$ cat src/rtl/sarx_pkg.sv
package sarx_pkg;

    typedef enum logic [1:0] {
        FMT_I2S = 2'b00,
        FMT_RJ  = 2'b01,
        FMT_DSP = 2'b10,
        FMT_LJ  = 2'b11
    } fmt_e;

    typedef enum logic [1:0] {
        ST_HUNT,
        ST_SKIP,
        ST_SHIFT,
        ST_DRAIN
    } rx_state_e;

    function automatic int word_bits(input logic [1:0] code);
        int n;
        unique case (code)
            2'b00:   n = 24;
            2'b01:   n = 20;
            default: n = 16;
        endcase
        return n;
    endfunction

endpackage

$ cat src/rtl/sarx_input_sync.sv
module sarx_input_sync #(
    parameter int STAGES = 2
) (
    input  logic clk,
    input  logic rst_n,
    input  logic bclk_i,
    input  logic fclk_i,
    input  logic sdata_i,
    output logic bit_ev_o,
    output logic bit_o,
    output logic frm_lvl_o
);

    logic [STAGES-1:0] bclk_sr;
    logic [STAGES-1:0] fclk_sr;
    logic [STAGES-1:0] data_sr;
    logic              bclk_last;

    always_ff @(posedge clk or negedge rst_n) begin
        if (!rst_n) begin
            bclk_sr   <= '0;
            fclk_sr   <= '0;
            data_sr   <= '0;
            bclk_last <= 1'b0;
        end else begin
            bclk_sr   <= {bclk_sr[STAGES-2:0], bclk_i};
            fclk_sr   <= {fclk_sr[STAGES-2:0], fclk_i};
            data_sr   <= {data_sr[STAGES-2:0], sdata_i};
            bclk_last <= bclk_sr[STAGES-1];
        end
    end

    assign bit_ev_o  = bclk_sr[STAGES-1] & ~bclk_last;
    assign bit_o     = data_sr[STAGES-1];
    assign frm_lvl_o = fclk_sr[STAGES-1];

endmodule

$ cat src/rtl/sarx_framer.sv
module sarx_framer
    import sarx_pkg::*;
#(
    parameter int W = 24
) (
    input  logic         clk,
    input  logic         rst_n,
    input  logic [1:0]   fmt_i,
    input  logic [1:0]   wsel_i,
    input  logic         bit_ev_i,
    input  logic         bit_i,
    input  logic         frm_lvl_i,
    output logic         cmt_o,
    output logic         cmt_left_o,
    output logic [W-1:0] word_o,
    output logic         restart_o
);

    localparam int CW = $clog2(W + 1);
    localparam int IW = $clog2(W);

    fmt_e            fmt;
    rx_state_e       state_q, state_d;
    logic [CW-1:0]   cnt_q, cnt_d, nbits;
    logic [IW-1:0]   wr_idx;
    logic [W-1:0]    acc_q, acc_d, rj_q, rj_d, word_q, word_d;
    logic            chl_q, chl_d;
    logic            prev_q, prev_d, primed_q, primed_d;
    logic            cmt_q, cmt_d, cmt_left_q, cmt_left_d;
    logic [3:0]      cfg_q;
    logic            cfg_chg, restart_q;
    logic            lvl_chg, word_start;

    assign fmt        = fmt_e'(fmt_i);
    assign nbits      = CW'(word_bits(wsel_i));
    assign wr_idx     = IW'(W - 1 - int'(cnt_q));
    assign cfg_chg    = ({fmt_i, wsel_i} != cfg_q);
    assign lvl_chg    = primed_q & (frm_lvl_i ^ prev_q);
    assign word_start = (fmt == FMT_DSP) ? (lvl_chg & frm_lvl_i) : lvl_chg;

    // next-state and datapath decisions
    always_comb begin
        state_d    = state_q;
        cnt_d      = cnt_q;
        acc_d      = acc_q;
        rj_d       = rj_q;
        chl_d      = chl_q;
        prev_d     = prev_q;
        primed_d   = primed_q;
        cmt_d      = 1'b0;
        cmt_left_d = cmt_left_q;
        word_d     = word_q;
        if (cfg_chg) begin
            state_d = ST_HUNT;
            cnt_d   = '0;
        end else if (bit_ev_i) begin
            prev_d   = frm_lvl_i;
            primed_d = 1'b1;
            rj_d     = {rj_q[W-2:0], bit_i};
            if (fmt == FMT_RJ) begin
                if (lvl_chg) begin
                    if (state_q == ST_SHIFT) begin
                        cmt_d      = 1'b1;
                        cmt_left_d = prev_q;
                        word_d     = rj_q << (CW'(W) - nbits);
                    end
                    state_d = ST_SHIFT;
                end
            end else if (word_start) begin
                if (state_q == ST_SHIFT && cnt_q != '0) begin
                    cmt_d      = 1'b1;
                    cmt_left_d = chl_q;
                    word_d     = acc_q;
                end
                acc_d = '0;
                cnt_d = '0;
                unique case (fmt)
                    FMT_LJ:  chl_d = frm_lvl_i;
                    FMT_I2S: chl_d = ~frm_lvl_i;
                    default: chl_d = 1'b1;
                endcase
                if (fmt == FMT_LJ) begin
                    acc_d[W-1] = bit_i;
                    cnt_d      = CW'(1);
                    state_d    = ST_SHIFT;
                end else begin
                    state_d = ST_SKIP;
                end
            end else begin
                unique case (state_q)
                    ST_SKIP: begin
                        acc_d      = '0;
                        acc_d[W-1] = bit_i;
                        cnt_d      = CW'(1);
                        state_d    = ST_SHIFT;
                    end
                    ST_SHIFT: begin
                        acc_d[wr_idx] = bit_i;
                        if (cnt_q + CW'(1) == nbits) begin
                            cmt_d      = 1'b1;
                            cmt_left_d = chl_q;
                            word_d     = acc_d;
                            if (fmt == FMT_DSP && chl_q) begin
                                chl_d = 1'b0;
                                cnt_d = '0;
                                acc_d = '0;
                            end else begin
                                state_d = ST_DRAIN;
                            end
                        end else begin
                            cnt_d = cnt_q + CW'(1);
                        end
                    end
                    default: ;
                endcase
            end
        end
    end

    // state register
    always_ff @(posedge clk or negedge rst_n) begin
        if (!rst_n) begin
            state_q <= ST_HUNT;
        end else begin
            state_q <= state_d;
        end
    end

    // datapath and output registers
    always_ff @(posedge clk or negedge rst_n) begin
        if (!rst_n) begin
            cnt_q      <= '0;
            acc_q      <= '0;
            rj_q       <= '0;
            chl_q      <= 1'b0;
            prev_q     <= 1'b0;
            primed_q   <= 1'b0;
            cmt_q      <= 1'b0;
            cmt_left_q <= 1'b0;
            word_q     <= '0;
            cfg_q      <= '0;
            restart_q  <= 1'b0;
        end else begin
            cnt_q      <= cnt_d;
            acc_q      <= acc_d;
            rj_q       <= rj_d;
            chl_q      <= chl_d;
            prev_q     <= prev_d;
            primed_q   <= primed_d;
            cmt_q      <= cmt_d;
            cmt_left_q <= cmt_left_d;
            word_q     <= word_d;
            cfg_q      <= {fmt_i, wsel_i};
            restart_q  <= cfg_chg;
        end
    end

    assign cmt_o      = cmt_q;
    assign cmt_left_o = cmt_left_q;
    assign word_o     = word_q;
    assign restart_o  = restart_q;

endmodule

$ cat src/rtl/sarx_pairer.sv
module sarx_pairer #(
    parameter int W = 24
) (
    input  logic         clk,
    input  logic         rst_n,
    input  logic         cmt_i,
    input  logic         cmt_left_i,
    input  logic [W-1:0] word_i,
    input  logic         restart_i,
    output logic [W-1:0] left_o,
    output logic [W-1:0] right_o,
    output logic         valid_o
);

    logic [W-1:0] hold_q;
    logic         have_left_q;

    always_ff @(posedge clk or negedge rst_n) begin
        if (!rst_n) begin
            hold_q      <= '0;
            have_left_q <= 1'b0;
            left_o      <= '0;
            right_o     <= '0;
            valid_o     <= 1'b0;
        end else begin
            valid_o <= 1'b0;
            if (restart_i) begin
                have_left_q <= 1'b0;
            end else if (cmt_i) begin
                if (cmt_left_i) begin
                    hold_q      <= word_i;
                    have_left_q <= 1'b1;
                end else if (have_left_q) begin
                    left_o      <= hold_q;
                    right_o     <= word_i;
                    valid_o     <= 1'b1;
                    have_left_q <= 1'b0;
                end
            end
        end
    end

endmodule

$ cat src/rtl/serial_audio_rx.sv
module serial_audio_rx #(
    parameter int OUT_W       = 24,
    parameter int SYNC_STAGES = 2
) (
    input  logic             clk,
    input  logic             rst_n,
    input  logic [1:0]       fmt_i,
    input  logic [1:0]       wsel_i,
    input  logic             bclk_i,
    input  logic             fclk_i,
    input  logic             sdata_i,
    output logic [OUT_W-1:0] left_o,
    output logic [OUT_W-1:0] right_o,
    output logic             valid_o
);

    logic             bit_ev_w, bit_w, frm_lvl_w;
    logic             cmt_w, cmt_left_w, restart_w;
    logic [OUT_W-1:0] word_w;

    sarx_input_sync #(.STAGES(SYNC_STAGES)) u_sync (
        .clk       (clk),
        .rst_n     (rst_n),
        .bclk_i    (bclk_i),
        .fclk_i    (fclk_i),
        .sdata_i   (sdata_i),
        .bit_ev_o  (bit_ev_w),
        .bit_o     (bit_w),
        .frm_lvl_o (frm_lvl_w)
    );

    sarx_framer #(.W(OUT_W)) u_framer (
        .clk        (clk),
        .rst_n      (rst_n),
        .fmt_i      (fmt_i),
        .wsel_i     (wsel_i),
        .bit_ev_i   (bit_ev_w),
        .bit_i      (bit_w),
        .frm_lvl_i  (frm_lvl_w),
        .cmt_o      (cmt_w),
        .cmt_left_o (cmt_left_w),
        .word_o     (word_w),
        .restart_o  (restart_w)
    );

    sarx_pairer #(.W(OUT_W)) u_pairer (
        .clk        (clk),
        .rst_n      (rst_n),
        .cmt_i      (cmt_w),
        .cmt_left_i (cmt_left_w),
        .word_i     (word_w),
        .restart_i  (restart_w),
        .left_o     (left_o),
        .right_o    (right_o),
        .valid_o    (valid_o)
    );

endmodule

$ cat config.mk
export PLATFORM = sky130hd
export DESIGN_NAME = serial_audio_rx
export DESIGN_NICKNAME = d
export VERILOG_FILES = /design/src/rtl/sarx_pkg.sv /design/src/rtl/sarx_input_sync.sv /design/src/rtl/sarx_framer.sv /design/src/rtl/sarx_pairer.sv /design/src/rtl/serial_audio_rx.sv
export SDC_FILE = /design/constraint.sdc
export NUM_CORES = 1
export LEC_CHECK = 0
export CORE_MARGIN = 1
export CORE_UTILIZATION = 40
export CTS_BUF_LIST = sky130_fd_sc_hd__clkbuf_16
export DETAILED_ROUTE_END_ITERATION = 10
export DONT_BUFFER_PORTS = 1
export REMOVE_ABC_BUFFERS = 1
export SLEW_MARGIN = 25
export SYNTH_ARGS = -nofsm -noshare
export SYNTH_HDL_FRONTEND = slang
export SYNTH_SLANG_ARGS = --single-unit
$ cat constraint.sdc
create_clock -name clk -period 2.1 [get_ports clk]
set_input_delay 0 -clock clk [delete_from_list [all_inputs] [get_ports clk]]
set_output_delay 0 -clock clk [all_outputs]
set_load 0.03 [all_outputs]
==> run_results.csv <==
group,metric,value,unit
timing,slew_headroom,0.5958,
logic_synthesis,synth-async-reset-ratio,1.000,
drt,drt_iter0_drc,571,
clock_tree,worst_skew_pair.late_latency,0.44,ns
logic_synthesis,yosys_warnings,0,
logic_synthesis,ys.flop_type,"dfrtp_1",
timing,fmax,436.2,MHz
drt,vias,6112,
cells_and_area,fill_cells,1644,
outcome,violations,"negative hold slack, negative setup slack",
critical_path,criticalPathCategory,"flop to flop",
critical_path,worstPathMaxFanout,7,
outcome,outcome,"finished, violations left",
floorplanning,core,19720,sq um
drt,vias_per_cell,5.766,
clock_tree,cts_tree,"done",
floorplanning,die_y,144.7,um
power_and_ir_drop,p_per_area,747.5,nW/um^2
drt,wl_per_cell,19.79,um
logic_synthesis,netlist_area,8142,sq um
timing,period_minus_slack,2.293,ns
drt,dr.pass1.iters,5,
clock_tree,cts_made_buffers,17,
placement,placed_cells,1003,
timing,finalSetupViolations,50,
critical_path,start_kind,"flop",
timing,fin_ws,-0.1927,ns
global_routing,grt_pass1_wl,32210,um
logic_synthesis,syn_inst,717,
placement,dp_hpwl,13110,um
drt,wirelength,20980,um
global_routing,overflow,0,
cells_and_area,layoutNonFillerInstCount,1060,
timing,finalHoldViolCount,170,
logic_synthesis,ys_types,59,
clock_tree,clk_pin_slew,0.07,ns
drt,drcViolationCount,0,
power_and_ir_drop,ir_drop,0.0006558,V
cells_and_area,drive_gt1_frac,0.3723,
timing,drv_slew,0,
timing,post-route-period-util,1.092,
critical_path,cp.arrival,2.61,ns
global_routing,grt_max_degree,171,
cells_and_area,area_growth,28.03,%
timing,tns,-5.978,ns
flow_run,drv_cap,0,
floorplanning,dieArea,20930,sq um
clock_tree,cts.path.max_buffers,2,
floorplanning,initial_core_util,0.4129,
global_routing,grt_pass1_vias,6023,
placement,port_buffers,0,
floorplanning,fp.dieW,144.7,um
timing,fin_skew,0.008701,ns
global_routing,track_usage,0.2028,
drt,ant_nets,0,
cells_and_area,final_cell_mix,"dfrtp_1, mux2_2, buf_4",
critical_path,r2r-end,"u_framer.acc_q[0]",
critical_path,r2r-start,"u_framer.cnt_q[0]",
clock_tree,cts_hold_buffers,7,
critical_path,worstPathRequired,2.41,ns
logic_synthesis,avgSynthCellArea,11.36,sq um
power_and_ir_drop,p_leak,4.727,nW
critical_path,reg2reg_depth,7,
clock_tree,clock_sinks,170,
logic_synthesis,synth.yosys.seq_area_share,0.5225,
cells_and_area,final_net_count,801,
floorplanning,pin_count,58,
critical_path,cp-end-kind,"flop",
logic_synthesis,synth.ff_latch_count,170,
min_path,hp-class,"primary input to asynchronous set/reset pin",
timing,worstMarginPinSlew,0.6040,ns
global_routing,antenna_found_initial,0,
cells_and_area,antenna_cells,0,
placement,gp_congestion,0.9419,
cells_and_area,final_common_cell,"dfrtp_1",
timing,hold_slack,-0.7378,ns
timing,rsz0062_at_grt,"yes",
critical_path,worst-r2r-setup-slack,-0.19,ns
clock_tree,ctsHtreeMaxLevel,4,
clock_tree,cts.root.buffer_cell,"clkbuf_16",
floorplanning,rows,51,
logic_synthesis,synth_edf_count,0,
## layer usage
layer | wire [um] | global-route usage | up-vias | part of all wire
met3 | 1031 | 0.03422 | 26 | 0.049
met2 | 10020 | 0.3216 | 198 | 0.48
met1 | 9500 | 0.2749 | 3145 | 0.45
met4 | 425 | 0.08310 | 0 | 0.020
li1 | - | - | 2743 | -
met5 | 0 | 0 | - | 0
## report_power, final
group,switching (mW),leakage [nW],internal [mW]
clock,1.41,0.324,2.14
sequential,0.0954,2.23,3.40
combinational,0.427,2.17,0.322
## synthesized netlist by cell type, types with 2 or more instances
cell / n / area (sq um)
buf_4: 3 / 22.52
or3b_2: 2 / 17.52
o22ai_1: 22 / 137.6
o211ai_1: 4 / 30.03
o221ai_1: 9 / 78.83
a211o_1: 2 / 17.52
buf_6: 2 / 22.52
mux2i_1: 29 / 290.3
a311oi_1: 4 / 35.03
nor2b_1: 6 / 37.54
nand4_1: 2 / 12.51
or4_1: 2 / 15.01
o21a_1: 9 / 67.56
o311a_1: 3 / 30.03
nand2b_1: 4 / 25.02
nor2_1: 49 / 183.9
a21oi_1: 29 / 145.1
nor3_1: 6 / 30.03
nand3b_1: 7 / 52.55
o31ai_1: 5 / 37.54
buf_1: 4 / 15.01
clkbuf_1: 26 / 97.59
inv_1: 33 / 123.9
nand3_1: 11 / 55.05
ha_1: 10 / 125.1
a32oi_1: 3 / 26.28
nor4bb_1: 2 / 20.02
mux2_2: 107 / 1205
xnor2_1: 5 / 43.79
a221oi_1: 9 / 78.83
clkinv_1: 2 / 7.510
o21ai_0: 22 / 110.1
or3_1: 3 / 18.77
a31oi_1: 27 / 168.9
mux2_1: 4 / 45.04
dfrtp_1: 170 / 4254
nand4b_1: 3 / 26.28
xor2_1: 2 / 17.52
nand2_1: 40 / 150.1
inv_2: 2 / 7.510
buf_2: 13 / 65.06
and3_1: 3 / 18.77
## per-stage QoR
step,total power [mW],hold slack (ns),setup slack (ns),utilization,cell area (sq um)
after floorplan,3.904,-0.2956,-3.743,-,7919
after global placement,4.169,-0.2910,-0.1521,0.4493,8859
after detailed placement,4.190,-0.2910,-0.2542,0.4493,8859
after CTS,7.767,-0.7523,-0.1174,0.4971,9802
after global routing,8.078,-0.7576,-0.2825,0.5287,10420
final,7.792,-0.7378,-0.1927,0.5287,10420
## critical path, stage by stage (launching register included)
cell       delay, ns
dfrtp_1         0.40
and3_4          0.21
xnor3_1         0.26
or3_4           0.39
or3_4           0.45
nand4_4         0.20
clkbuf_16       0.18
o22ai_2         0.08
## repair_timing
action | 4_1_cts | 5_1_grt
endpoints found under the hold margin | 178 | 170
pin swaps | 8 | 43
setup buffers | 7 | 3
resized for setup | 29 | 63
setup endpoints to repair | 51 | 56
gates cloned | 1 | 7
## flip-flops by register name (all words and copies together), names as in the netlist, 4 cells and up
| signal | cells |
|---|---|
| u_pairer.hold_q | 24 |
| u_pairer.right_o | 24 |
| u_pairer.left_o | 24 |
| u_framer.rj_q | 24 |
| u_framer.cfg_q | 4 |
| u_framer.cnt_q | 5 |
| u_framer.acc_q | 24 |
| u_framer.word_o | 24 |
## cell type report
class,instances,area (sq um),share of cell area
Clock buffer,17,425.4,0.04081
Clock inverter,15,232.7,0.02233
Inverter,37,138.9,0.01332
Multi-Input combinational cell,462,4085,0.3919
Sequential cell,170,4257,0.4084
Tap cell,265,331.6,0.03181
Timing Repair Buffer,94,953.4,0.09147
## how the worst max path moves through the flow
| stage | from | slack [ns] | cells after the start | to |
|---|---|---|---|---|
| finish | u_framer.cnt_q[0] | -0.19 | 7 | u_framer.acc_q[0] |
| global route | u_framer.cnt_q[1] | -0.28 | 8 | u_framer.state_q[0] |
| detailed placement | u_framer.cnt_q[1] | -0.25 | 7 | u_framer.acc_q[19] |
| CTS | u_framer.cnt_q[3] | -0.12 | 7 | u_framer.chl_q |
| floorplan | u_framer.cmt_left_o | -3.74 | 2 | u_pairer.left_o[0] |
| global placement | u_framer.cnt_q[1] | -0.15 | 7 | u_framer.chl_q |
## cells by family (layout without fill, tap and decap cells)
kind of cell    after synthesis  count (layout)  synth area share
buf+inv                      85             163           0.04441
simple gates                151             151           0.09390
fa+ha+maj                    10              10           0.01537
flops                       170             170            0.5225
compound gates              153             153            0.1243
xor+xnor                      8               8           0.01030
mux                         140             140            0.1892
Power figures use the tool's default switching activity.
